### config.mk
export PLATFORM = sky130hd
export DESIGN_NAME = rbus_window_bridge
export DESIGN_NICKNAME = d
export VERILOG_FILES = /design/src/rtl/rwin_pkg.sv /design/src/rtl/rwin_glitch_filter.sv /design/src/rtl/rwin_cfg_regs.sv /design/src/rtl/rwin_decode.sv /design/src/rtl/rwin_handshake.sv /design/src/rtl/rbus_window_bridge.sv
export SDC_FILE = /design/constraint.sdc
export NUM_CORES = 1
export LEC_CHECK = 0
export BUFFER_PORTS_ARGS = -buffer_cell sky130_fd_sc_hd__buf_2
export CAP_MARGIN = 20
export CORE_MARGIN = 1.5
export CORE_UTILIZATION = 37
export CTS_BUF_LIST = sky130_fd_sc_hd__clkbuf_8
export CTS_CLUSTER_SIZE = 10
export DETAILED_ROUTE_END_ITERATION = 8
export PLACE_DENSITY = 0.72
export SYNTH_ARGS = -nofsm -noshare
export SYNTH_HDL_FRONTEND = slang
export SYNTH_SLANG_ARGS = --single-unit
### constraint.sdc
create_clock -name clk -period 2.8 [get_ports clk]
set_input_delay 0.14 -clock clk [delete_from_list [all_inputs] [get_ports clk]]
set_output_delay 0.14 -clock clk [all_outputs]
set_load 0.02 [all_outputs]
### src/rtl/rwin_pkg.sv
package rwin_pkg;
  typedef enum logic [1:0] {
    ST_IDLE = 2'd0,
    ST_STB  = 2'd1,
    ST_REL  = 2'd2
  } hs_state_t;

  localparam logic [1:0] SEL_BASE = 2'd0;
  localparam logic [1:0] SEL_AM   = 2'd1;
  localparam logic [1:0] SEL_EN   = 2'd2;
endpackage

### src/rtl/rwin_glitch_filter.sv
module rwin_glitch_filter #(
  parameter int DEPTH = 3
) (
  input  logic clk,
  input  logic rst_n,
  input  logic raw,
  output logic filt
);
  logic [DEPTH-1:0] smp_q, smp_n;
  logic             filt_q, filt_n;

  always_comb begin
    smp_n  = {smp_q[DEPTH-2:0], raw};
    filt_n = filt_q;
    if (&smp_q)       filt_n = 1'b1;
    else if (~|smp_q) filt_n = 1'b0;
  end

  always_ff @(posedge clk or negedge rst_n) begin
    if (!rst_n) begin
      smp_q  <= '0;
      filt_q <= 1'b0;
    end else begin
      smp_q  <= smp_n;
      filt_q <= filt_n;
    end
  end

  assign filt = filt_q;

  generate
    if (DEPTH == 3) begin : g_chk

      filt_rise_chk: assert property (@(posedge clk) disable iff (!rst_n)
        $rose(filt_q) |-> ($past(raw, 2) && $past(raw, 3) && $past(raw, 4)));

      filt_fall_chk: assert property (@(posedge clk) disable iff (!rst_n)
        $fell(filt_q) |-> (!$past(raw, 2) && !$past(raw, 3) && !$past(raw, 4)));
    end
  endgenerate
endmodule

### src/rtl/rwin_cfg_regs.sv
module rwin_cfg_regs #(
  parameter int BASE_W = 16,
  parameter int AM_W   = 6
) (
  input  logic              clk,
  input  logic              rst_n,
  input  logic              cfg_we,
  input  logic [1:0]        cfg_sel,
  input  logic [15:0]       cfg_wdata,
  output logic [BASE_W-1:0] base,
  output logic [AM_W-1:0]   am,
  output logic              en
);
  import rwin_pkg::*;

  logic [BASE_W-1:0] base_q;
  logic [AM_W-1:0]   am_q;
  logic              en_q;
  logic              base_ce, am_ce, en_ce;

  always_comb begin
    base_ce = cfg_we && (cfg_sel == SEL_BASE);
    am_ce   = cfg_we && (cfg_sel == SEL_AM);
    en_ce   = cfg_we && (cfg_sel == SEL_EN);
  end

  always_ff @(posedge clk or negedge rst_n) begin
    if (!rst_n) begin
      base_q <= '0;
      am_q   <= '0;
      en_q   <= 1'b0;
    end else begin
      if (base_ce) base_q <= cfg_wdata[BASE_W-1:0];
      if (am_ce)   am_q   <= cfg_wdata[AM_W-1:0];
      if (en_ce)   en_q   <= cfg_wdata[0];
    end
  end

  assign base = base_q;
  assign am   = am_q;
  assign en   = en_q;
endmodule

### src/rtl/rwin_decode.sv
module rwin_decode #(
  parameter int          AW      = 32,
  parameter int          OFF_W   = 16,
  parameter logic [15:0] SEG     = 16'h00C0
) (
  input  logic               en,
  input  logic [AW-OFF_W-1:0] base,
  input  logic [AW-1:0]      addr,
  output logic               hit,
  output logic [AW-1:0]      raddr
);
  always_comb begin
    hit   = en && (addr[AW-1:OFF_W] == SEG[AW-OFF_W-1:0]);
    raddr = {base, addr[OFF_W-1:0]};
  end
endmodule

### src/rtl/rwin_handshake.sv
module rwin_handshake #(
  parameter int AW   = 32,
  parameter int DW   = 32,
  parameter int AM_W = 6,
  parameter int TMO  = 256
) (
  input  logic            clk,
  input  logic            rst_n,
  input  logic            req,
  input  logic            hit,
  input  logic            we,
  input  logic [AW-1:0]   raddr,
  input  logic [AM_W-1:0] am,
  input  logic [DW-1:0]   wdata,
  input  logic            ack_f,
  input  logic [DW-1:0]   rb_rdata,
  output logic            rb_stb,
  output logic            rb_wr,
  output logic [AM_W-1:0] rb_am,
  output logic [AW-1:0]   rb_addr,
  output logic [DW-1:0]   rb_wdata,
  output logic            done,
  output logic            err,
  output logic [DW-1:0]   rdata
);
  import rwin_pkg::*;

  localparam int            CW       = $clog2(TMO);
  localparam logic [CW-1:0] CNT_LAST = CW'(TMO - 1);

  hs_state_t       st_q, st_n;
  logic [CW-1:0]   cnt_q, cnt_n;
  logic            done_q, done_n, err_q, err_n;
  logic            lat_ce, cap_ce;
  logic [AW-1:0]   addr_q;
  logic [AM_W-1:0] am_q;
  logic            wr_q;
  logic [DW-1:0]   wdata_q, rdata_q;

  always_comb begin
    st_n   = st_q;
    cnt_n  = cnt_q;
    done_n = 1'b0;
    err_n  = 1'b0;
    lat_ce = 1'b0;
    cap_ce = 1'b0;
    unique case (st_q)
      ST_IDLE: if (req) begin
        if (hit) begin
          st_n   = ST_STB;
          cnt_n  = '0;
          lat_ce = 1'b1;
        end else begin
          done_n = 1'b1;
          err_n  = 1'b1;
        end
      end
      ST_STB: begin
        if (ack_f) begin
          st_n   = ST_REL;
          cap_ce = !wr_q;
        end else if (cnt_q == CNT_LAST) begin
          st_n   = ST_IDLE;
          done_n = 1'b1;
          err_n  = 1'b1;
        end else begin
          cnt_n = cnt_q + 1'b1;
        end
      end
      ST_REL: if (!ack_f) begin
        st_n   = ST_IDLE;
        done_n = 1'b1;
      end
      default: st_n = ST_IDLE;
    endcase
  end

  always_ff @(posedge clk or negedge rst_n) begin
    if (!rst_n) begin
      st_q    <= ST_IDLE;
      cnt_q   <= '0;
      done_q  <= 1'b0;
      err_q   <= 1'b0;
      addr_q  <= '0;
      am_q    <= '0;
      wr_q    <= 1'b0;
      wdata_q <= '0;
      rdata_q <= '0;
    end else begin
      st_q   <= st_n;
      cnt_q  <= cnt_n;
      done_q <= done_n;
      err_q  <= err_n;
      if (lat_ce) begin
        addr_q  <= raddr;
        am_q    <= am;
        wr_q    <= we;
        wdata_q <= wdata;
      end
      if (cap_ce) rdata_q <= rb_rdata;
    end
  end

  assign rb_stb   = (st_q == ST_STB);
  assign rb_wr    = wr_q;
  assign rb_am    = am_q;
  assign rb_addr  = addr_q;
  assign rb_wdata = wdata_q;
  assign done     = done_q;
  assign err      = err_q;
  assign rdata    = rdata_q;


  miss_resp_chk: assert property (@(posedge clk) disable iff (!rst_n)
    (st_q == ST_IDLE && req && !hit) |=> (done_q && err_q && !rb_stb));

  stb_hold_chk: assert property (@(posedge clk) disable iff (!rst_n)
    (rb_stb && !ack_f && cnt_q != CNT_LAST) |=> rb_stb);

  tmo_err_chk: assert property (@(posedge clk) disable iff (!rst_n)
    (rb_stb && !ack_f && cnt_q == CNT_LAST) |=> (done_q && err_q && !rb_stb));

  cable_hold_chk: assert property (@(posedge clk) disable iff (!rst_n)
    (rb_stb && $past(rb_stb)) |-> ($stable(addr_q) && $stable(am_q) && $stable(wr_q) && $stable(wdata_q)));

  done_pulse_chk: assert property (@(posedge clk) disable iff (!rst_n)
    done_q |=> !done_q);
endmodule

### src/rtl/rbus_window_bridge.sv
module rbus_window_bridge #(
  parameter int          AW       = 32,
  parameter int          DW       = 32,
  parameter int          OFF_W    = 16,
  parameter int          AM_W     = 6,
  parameter int          TMO      = 256,
  parameter int          FLT_LEN  = 3,
  parameter logic [15:0] LOC_SEG  = 16'h00C0
) (
  input  logic            clk,
  input  logic            rst_n,
  input  logic            cfg_we,
  input  logic [1:0]      cfg_sel,
  input  logic [15:0]     cfg_wdata,
  input  logic            acc_req,
  input  logic            acc_we,
  input  logic [AW-1:0]   acc_addr,
  input  logic [DW-1:0]   acc_wdata,
  output logic            acc_done,
  output logic            acc_err,
  output logic [DW-1:0]   acc_rdata,
  output logic            rb_stb,
  output logic            rb_wr,
  output logic [AM_W-1:0] rb_am,
  output logic [AW-1:0]   rb_addr,
  output logic [DW-1:0]   rb_wdata,
  input  logic [DW-1:0]   rb_rdata,
  input  logic            rb_ack
);
  localparam int BASE_W = AW - OFF_W;

  logic [BASE_W-1:0] base;
  logic [AM_W-1:0]   am;
  logic              en, hit, ack_f;
  logic [AW-1:0]     raddr;

  rwin_cfg_regs #(.BASE_W(BASE_W), .AM_W(AM_W)) u_cfg (
    .clk(clk), .rst_n(rst_n), .cfg_we(cfg_we), .cfg_sel(cfg_sel),
    .cfg_wdata(cfg_wdata), .base(base), .am(am), .en(en)
  );

  rwin_decode #(.AW(AW), .OFF_W(OFF_W), .SEG(LOC_SEG)) u_dec (
    .en(en), .base(base), .addr(acc_addr), .hit(hit), .raddr(raddr)
  );

  rwin_glitch_filter #(.DEPTH(FLT_LEN)) u_ack_flt (
    .clk(clk), .rst_n(rst_n), .raw(rb_ack), .filt(ack_f)
  );

  rwin_handshake #(.AW(AW), .DW(DW), .AM_W(AM_W), .TMO(TMO)) u_hs (
    .clk(clk), .rst_n(rst_n), .req(acc_req), .hit(hit), .we(acc_we),
    .raddr(raddr), .am(am), .wdata(acc_wdata), .ack_f(ack_f),
    .rb_rdata(rb_rdata), .rb_stb(rb_stb), .rb_wr(rb_wr), .rb_am(rb_am),
    .rb_addr(rb_addr), .rb_wdata(rb_wdata), .done(acc_done),
    .err(acc_err), .rdata(acc_rdata)
  );
endmodule

==> reports/qor.csv, run 1 <==
metric;value;unit
area_growth;48.5;%
rows;44;
clockBufferDepth;2;
drtAntennaViolNets;0;
grt_first_pass_wirelength;22400;µm
worst_pin_slew;0.760;ns
fin_area;0.00825;mm²
post-synth-top-count-cell;dfrtp_1;
hold_start;acc_req;
htreeDepth;4;
hold_class;input pin to flop;
clkTransAtPathRegs;0.08;ns
grt_overflow_total;0;
drtIter0Drc;87;
n_antenna_cell;0;
ios;226;
fin_nets;818;
setup_viol;0;
ys.flop_type;dfrtp_1;
cp.required;3.12;ns
cp.arrival;2.25;ns
placed_area;0.00687;mm²
synth_top_area_share;64.0;%
cts_inserted_buffers;17;
endpoint_kind;flop;
dr.max_layer_used;met4;
wl_met2;7050;µm
met1_length;5490;µm
antenna_found_initial;0;
hold_viol_final;0;
synth_area;0.00555;mm²
grt_usage;18.0;%
wire_per_inst;15.3;µm
dp_cells;763;
start_util;38.1;%
regArea;0.00355;mm²
status;finished, final reports clean;
ys_top_cells_by_count;dfrtp_1 (142), mux2_2 (114), mux2_1 (12), nand2_1 (12);
rr_startpoint;u_cfg.en$_DFFE_PN0P_;
slew_headroom;49.1;%
setup_slack;0.863;ns
fmax;516;MHz
synth_cell_types;32;
synth_area_leaders;dfrtp_1 (64%), mux2_2 (23%), mux2_1 (2.4%), buf_6 (1.6%), nand2_1 (0.81%);
tritoncts;done;
multi_input_area;0.00188;mm²
synth.net_count;483;
grt_pass1_vias;4612;
preCtsSetupSlack;0.749;ns
yosysTopAreaCell;dfrtp_1;
core_area;0.0146;mm²
root_buffer;clkbuf_8;
clock_skew;0.00941;ns
synth_edf_count;0;
yosysWarnings;0;
async_flop_share;100;%
rrSetupSlack;0.86;ns
vdd.ir_drop.worst;0.000342;V
stdcell_count;893;
drc;0;
post-route-period-util;69.2;%
layout-drive-gt1-share;53.3;%
vias_per_cell;4.76;
maxCapViolCount;0;
cts_sinks;142;
rsz0062_at_grt;false;
globalplace.congestion;0.747;
drtPass1Iterations;4;
wirelength;13600;µm
cp_max_fo;57;
synth.ff_latch_count;142;
p_leak;4.32;nW
nFillCells;1165;
postSynthAreaPerCell;15.3;µm²
num_vias;4254;
fin_crit;1.94;ns
setup_tns;0;ns
crit_path_start_kind;flop;
slew_viol_final;0;
portBuffers;225;
clk_latency;0.43;ns
die_w;125;µm
final_util;56.5;%
die_y;125;µm
cellPowerDensity;564;mW/mm²
cts_resized;0;
met3RoutedLength;846;µm
die_area;0.0157;mm²
critical_path_class;flop to flop;
grt_start_max_net_pins;73;
synth_seq_area_share;64.0;%
synth_cells;362;
cp-startpoint;u_cfg.en$_DFFE_PN0P_;
hpwlAfterDp;8460;µm
==> through the flow <==
step,total power [mW],hold slack [ns]
after floorplan,2.71,-0.156
after global placement,2.98,0.178
after detailed placement,3.01,0.191
after CTS,4.71,0.0214
after global routing,4.89,0.0427
final,4.65,0.0598
==> registers in the layout (all words and copies together), names as in the netlist <==
register         flops
u_hs.rb_addr        32
u_hs.rb_wdata       32
u_hs.rdata          32
u_cfg.base          16
u_hs.cnt_q           8
u_cfg.am             6
u_hs.rb_am           6
u_ack_flt.smp_q      3
u_hs.st_q            2
u_ack_flt.filt       1
u_cfg.en             1
u_hs.done            1
u_hs.err             1
u_hs.rb_wr           1
==> critical path, stage by stage, from the launching register on <==
cell and delay, ns:
dfrtp_1 0.38, nor2b_1 0.20, nand4_1 0.16, nor4_4 0.32, buf_12 0.32, mux2_2 0.39
==> path summary, 6_finish.rpt <==
path / end / cells after the start
max: u_hs.rb_addr[4]$_DFFE_PN0P_ / 5
min: u_hs.done$_DFF_PN0_ / 3
max reg2reg: u_hs.rb_addr[4]$_DFFE_PN0P_ / 5
min reg2reg: u_ack_flt.smp_q[2]$_DFF_PN0_ / 0
max in group asynchronous: u_hs.rb_wdata[9]$_DFFE_PN0P_ / 3
min in group asynchronous: u_hs.rdata[0]$_DFFE_PN0P_ / 2
==> cell families after synthesis <==
| logic type | Yosys count | share of synthesized area [%] |
|---|---|---|
| flops | 142 | 64.0 |
| mux | 127 | 25.7 |
| simple gates | 48 | 4.80 |
| compound gates | 26 | 2.84 |
| buf+inv | 18 | 2.39 |
| fa+ha+maj | 1 | 0.225 |
==> report_power, final <==
part	internal (mW)	leakage, nW	switching (mW)
Combinational	0.374	2.24	0.354
Clock	0.824	0.198	0.742
Sequential	2.24	1.88	0.114
Total	3.44	4.32	1.21
==> per-layer routing <==
layer / global-route usage [%] / vias to the layer above
li1: - / 1974
met2: 31.5 / 160
met1: 20.3 / 2100
met4: 7.42 / 0
met5: 0 / -
met3: 5.56 / 20
==> layout make-up <==
| cell class | instances | area share (%) |
|---|---|---|
| Clock inverter | 12 | 1.47 |
| Clock buffer | 19 | 3.17 |
| Inverter | 5 | 0.228 |
| Tap cell | 184 | 2.79 |
| Timing Repair Buffer | 329 | 26.5 |
| Sequential cell | 142 | 43.1 |
| Multi-Input combinational cell | 202 | 22.7 |
==> timing repair <==
item | CTS | global route
endpoints found under the hold margin | 176 | 0
setup buffers | 0 | 0
hold buffers | 99 | 0
==> layout by cell type (no fill, tap or decap), types with 2 or more instances in the layout <==
| master | instances |
|---|---|
| nand2_1 | 12 |
| o22ai_1 | 4 |
| inv_1 | 5 |
| nor3_1 | 3 |
| clkinv_4 | 2 |
| dlygate4sd3_1 | 99 |
| nand4_1 | 3 |
| nand2b_1 | 4 |
| mux2_2 | 114 |
| bufinv_16 | 2 |
| nand3_1 | 5 |
| a21oi_1 | 5 |
| buf_2 | 224 |
| clkinvlp_4 | 2 |
| buf_12 | 2 |
| buf_4 | 3 |
| nor2_1 | 5 |
| mux2_1 | 12 |
| o211ai_1 | 2 |
| clkinv_2 | 5 |
| o21a_1 | 3 |
| o21ai_0 | 8 |
| nand3b_1 | 3 |
| nor4_1 | 5 |
| dfrtp_1 | 142 |
| nor2b_1 | 3 |
| clkbuf_8 | 19 |
Note: power is estimated with default switching activity, not from simulation.
==> run 2, diff against run 1 <==
--- a/config.mk
+++ b/config.mk
@@ -5,6 +5,7 @@
 export SDC_FILE = /design/constraint.sdc
 export NUM_CORES = 1
 export LEC_CHECK = 0
+export ABC_AREA = 1
 export BUFFER_PORTS_ARGS = -buffer_cell sky130_fd_sc_hd__buf_2
 export CAP_MARGIN = 20
 export CORE_MARGIN = 1.5
@@ -12,7 +13,7 @@
 export CTS_BUF_LIST = sky130_fd_sc_hd__clkbuf_8
 export CTS_CLUSTER_SIZE = 10
 export DETAILED_ROUTE_END_ITERATION = 8
-export PLACE_DENSITY = 0.72
+export PLACE_DENSITY = 0.71
 export SYNTH_ARGS = -nofsm -noshare
 export SYNTH_HDL_FRONTEND = slang
 export SYNTH_SLANG_ARGS = --single-unit
==> constraint.sdc (replaced) <==
create_clock -name clk -period 1.9 [get_ports clk]
set_input_delay 0.095 -clock clk [delete_from_list [all_inputs] [get_ports clk]]
set_output_delay 0.095 -clock clk [all_outputs]
set_load 0.02 [all_outputs]
==> run 2 against run 1 <==
Effect of this change:
- count of clock-buffer cells in the layout shrank 1
- register-to-register slack lost 0.51 ns
- sequential power grew 37%
- non-clock buffer count grew 9
- sequential share of layout area shrank 2.0 points
- first-iteration DRC count grew to 3.2 times the previous value
- clock power is 52% higher
- maximum frequency up 25%
- critical endpoint is now u_hs.rdata[4]$_DFFE_PN0P_
==> reports/qor.csv, run 2 <==
metric;value;unit;change
ys_top_cells_by_count;nand2_1 (194), dfrtp_1 (142), nand4_1 (73);;
rsz0062_at_grt;false;;
rrSetupSlack;0.35;ns;-0.51 ns
htreeDepth;4;;unchanged
hpwlAfterDp;10200;µm;+20%
area_growth;46.2;%;
setup_viol;0;;unchanged
cts_resized;0;;unchanged
cp.required;2.21;ns;-0.91 ns
hold_buffers;99;;unchanged
hold_class;input pin to flop;;
drtIter0Drc;276;;+220%
final_common_cell;buf_2;;
drc;0;;unchanged
holdPathStages;3;;unchanged
cts_sinks;142;;unchanged
die_area;0.0168;mm²;+6.4%
clkPwrFrac;38.3;%;+4.6 points
synth_area_leaders;dfrtp_1 (60%), nand2_1 (12%), mux2_1 (8.0%), nand4_1 (7.7%), nor2_1 (1.7%);;
cp_max_fo;32;;-44%
drtPass1Iterations;4;;unchanged
vdd.ir_drop.worst;0.000384;V;+12%
cp.arrival;1.86;ns;-0.39 ns
hold_viol_final;0;;unchanged
combPwrFrac;10.2;%;-5.5 points
wirelength;16500;µm;+21%
synth_cells;584;;+61%
cts_inserted_buffers;17;;unchanged
cellPowerDensity;722;mW/mm²;+28%
rr_startpoint;u_hs.st_q[0]$_DFFE_PN0P_;;
fin_nets;1027;;+26%
die_y;129;µm;+3.2%
start_util;37.5;%;-0.53 points
setup_tns;0;ns;unchanged
post-synth-top-count-cell;nand2_1;;
reg2reg_depth;5;;unchanged
clock_skew;0.0117;ns;+0.00232 ns
ios;226;;unchanged
grt_first_pass_wirelength;25500;µm;+14%
clk_latency;0.45;ns;+0.02 ns
hold_end;u_cfg.en$_DFFE_PN0P_;;
async_flop_share;100;%;unchanged
synth.net_count;705;;+46%
slew_viol_final;0;;unchanged
status;finished, final reports clean;;
power.total;6.24;mW;+34%
vias_per_cell;4.72;;-0.92%
synth_seq_area_share;60.1;%;-4.0 points
antenna_found_initial;0;;unchanged
grt_usage;19.7;%;+1.7 points
p_seq_share;51.5;%;+0.9 points
critical_path_class;flop to flop;;
worst_pin_slew;0.558;ns;-0.203 ns
wire_per_inst;14.5;µm;-5.1%
postSynthAreaPerCell;10.1;µm²;-34%
globalplace.congestion;0.818;;+9.4%
fmax;646;MHz;+25%
synth_edf_count;0;;unchanged
netSwitchingFraction;25.0;%;-0.98 points
yosysTopAreaCell;dfrtp_1;;
clkTransAtPathRegs;0.08;ns;about the same
regArea;0.00355;mm²;unchanged
synth.ff_latch_count;142;;unchanged
root_buffer;clkbuf_8;;
endpoint_kind;flop;;
rr_endpoint;u_hs.rdata[4]$_DFFE_PN0P_;;
clockBufferDepth;2;;unchanged
grt_start_max_net_pins;51;;-30%
num_vias;5357;;+26%
n_antenna_cell;0;;unchanged
grt_pass1_vias;5296;;+15%
tritoncts;done;;
synth_cell_types;28;;-13%
nFillCells;1395;;+20%
ys.flop_type;dfrtp_1;;
drtAntennaViolNets;0;;unchanged
rows;46;;+4.5%
whs;0.0908;ns;+0.0310 ns
die_w;129;µm;+3.2%
p_leak;4.66;nW;+7.9%
crit_path_start_kind;flop;;
multi_input_area;0.00207;mm²;+10%
post-route-period-util;81.4;%;+12 points
synth_top_area_share;60.1;%;-4.0 points
postCtsSetupBuffers;0;;unchanged
fin_crit;1.55;ns;-0.390 ns
hold_start;cfg_we;;
slew_headroom;62.8;%;+14 points
yosysWarnings;0;;unchanged
core_area;0.0158;mm²;+8.1%
cp-startpoint;u_hs.st_q[0]$_DFFE_PN0P_;;
grt_overflow_total;0;;unchanged
synth_area;0.00592;mm²;+6.6%
layout-drive-gt1-share;30.8;%;-23 points
most-common-layout-cells;buf_2 (224), nand2_1 (194), dfrtp_1 (142);;
portBuffers;225;;unchanged
p_sw;1.56;mW;+29%
internal-power;4.68;mW;+36%
maxCapViolCount;0;;unchanged
run 2: cell types whose count changed in the layout (fill, tap and decap cells not counted), sizes merged, moves of 4 or more:
cell    before  now
o22ai        4    0
nand2b       4    0
inv          5   25
nor2         5   29
o21ai        8   16
nand3        5   16
nand4        3   73
buf        230  239
nand2       12  195
mux2       126   42
nor4         6    1
run 2: kinds of logic after synthesis:
kind of cell / Yosys count / synth area share [%]
and+or+nand+nor: 318 / 24.6
DFF: 142 / 60.1
buffers and inverters: 58 / 5.10
muxes: 42 / 7.99
AOI/OAI and AO/OA: 23 / 2.03
adders and majority gates: 1 / 0.211
run 2: power by group through the flow:
stage,registers [mW],logic [mW],clock network (mW)
2_1_floorplan,3.31,0.154,0
3_3_place_gp,3.27,0.470,0
3_5_place_dp,3.27,0.480,0
4_1_cts,3.21,0.641,2.46
5_1_grt,3.23,0.705,2.58
6_report,3.21,0.639,2.39
run 2: worst max path at each step:
stage | to | slack, ns | depth (start not counted)
3_3_place_gp | u_hs.rb_addr[1]$_DFFE_PN0P_ | 0.42 | 8
3_5_place_dp | u_hs.rdata[26]$_DFFE_PN0P_ | 0.38 | 5
5_1_grt | u_hs.cnt_q[7]$_DFFE_PN0P_ | 0.19 | 9
2_1_floorplan | u_hs.rdata[10]$_DFFE_PN0P_ | 0.43 | 6
6_report | u_hs.rdata[4]$_DFFE_PN0P_ | 0.35 | 5
4_1_cts | u_hs.cnt_q[3]$_DFFE_PN0P_ | 0.36 | 9
run 2: routing by layer:
metal  vias up  wire length, µm  share of wire (%)  global-route usage, %
met2       167             8460                 51                   35.6
li1       2607                -                  -                      -
met3        30              771                4.7                   4.25
met5         -                0                  0                      0
met1      2553             6800                 41                   22.4
met4         0              422                2.6                   8.43
run 2: cell type report:
type | count | share of cell area (%)
clock inverters | 14 | 1.65
inverters | 23 | 0.998
multi-input cells | 384 | 23.9
repair buffers | 338 | 26.3
flip-flops and latches | 142 | 41.1
clock buffers | 18 | 2.86
well taps | 216 | 3.12
run 2: through the flow:
stage               util [%]  instance area [µm²]  instances  setup WS (ns)
CTS                     54.8                 8650       1135          0.358
floorplan                  -                 5920        584          0.430
global route            54.8                 8650       1135          0.190
detailed placement      46.1                 7270       1004          0.379
global placement        46.1                 7270       1004          0.422
finish                  54.8                 8650       1135          0.353
run 2: critical path: stages, from the launching register on:
cell and delay [ns]:
dfrtp_1 0.40, nand2_1 0.19, inv_2 0.12, nand2_1 0.12, buf_12 0.21, mux2_1 0.36
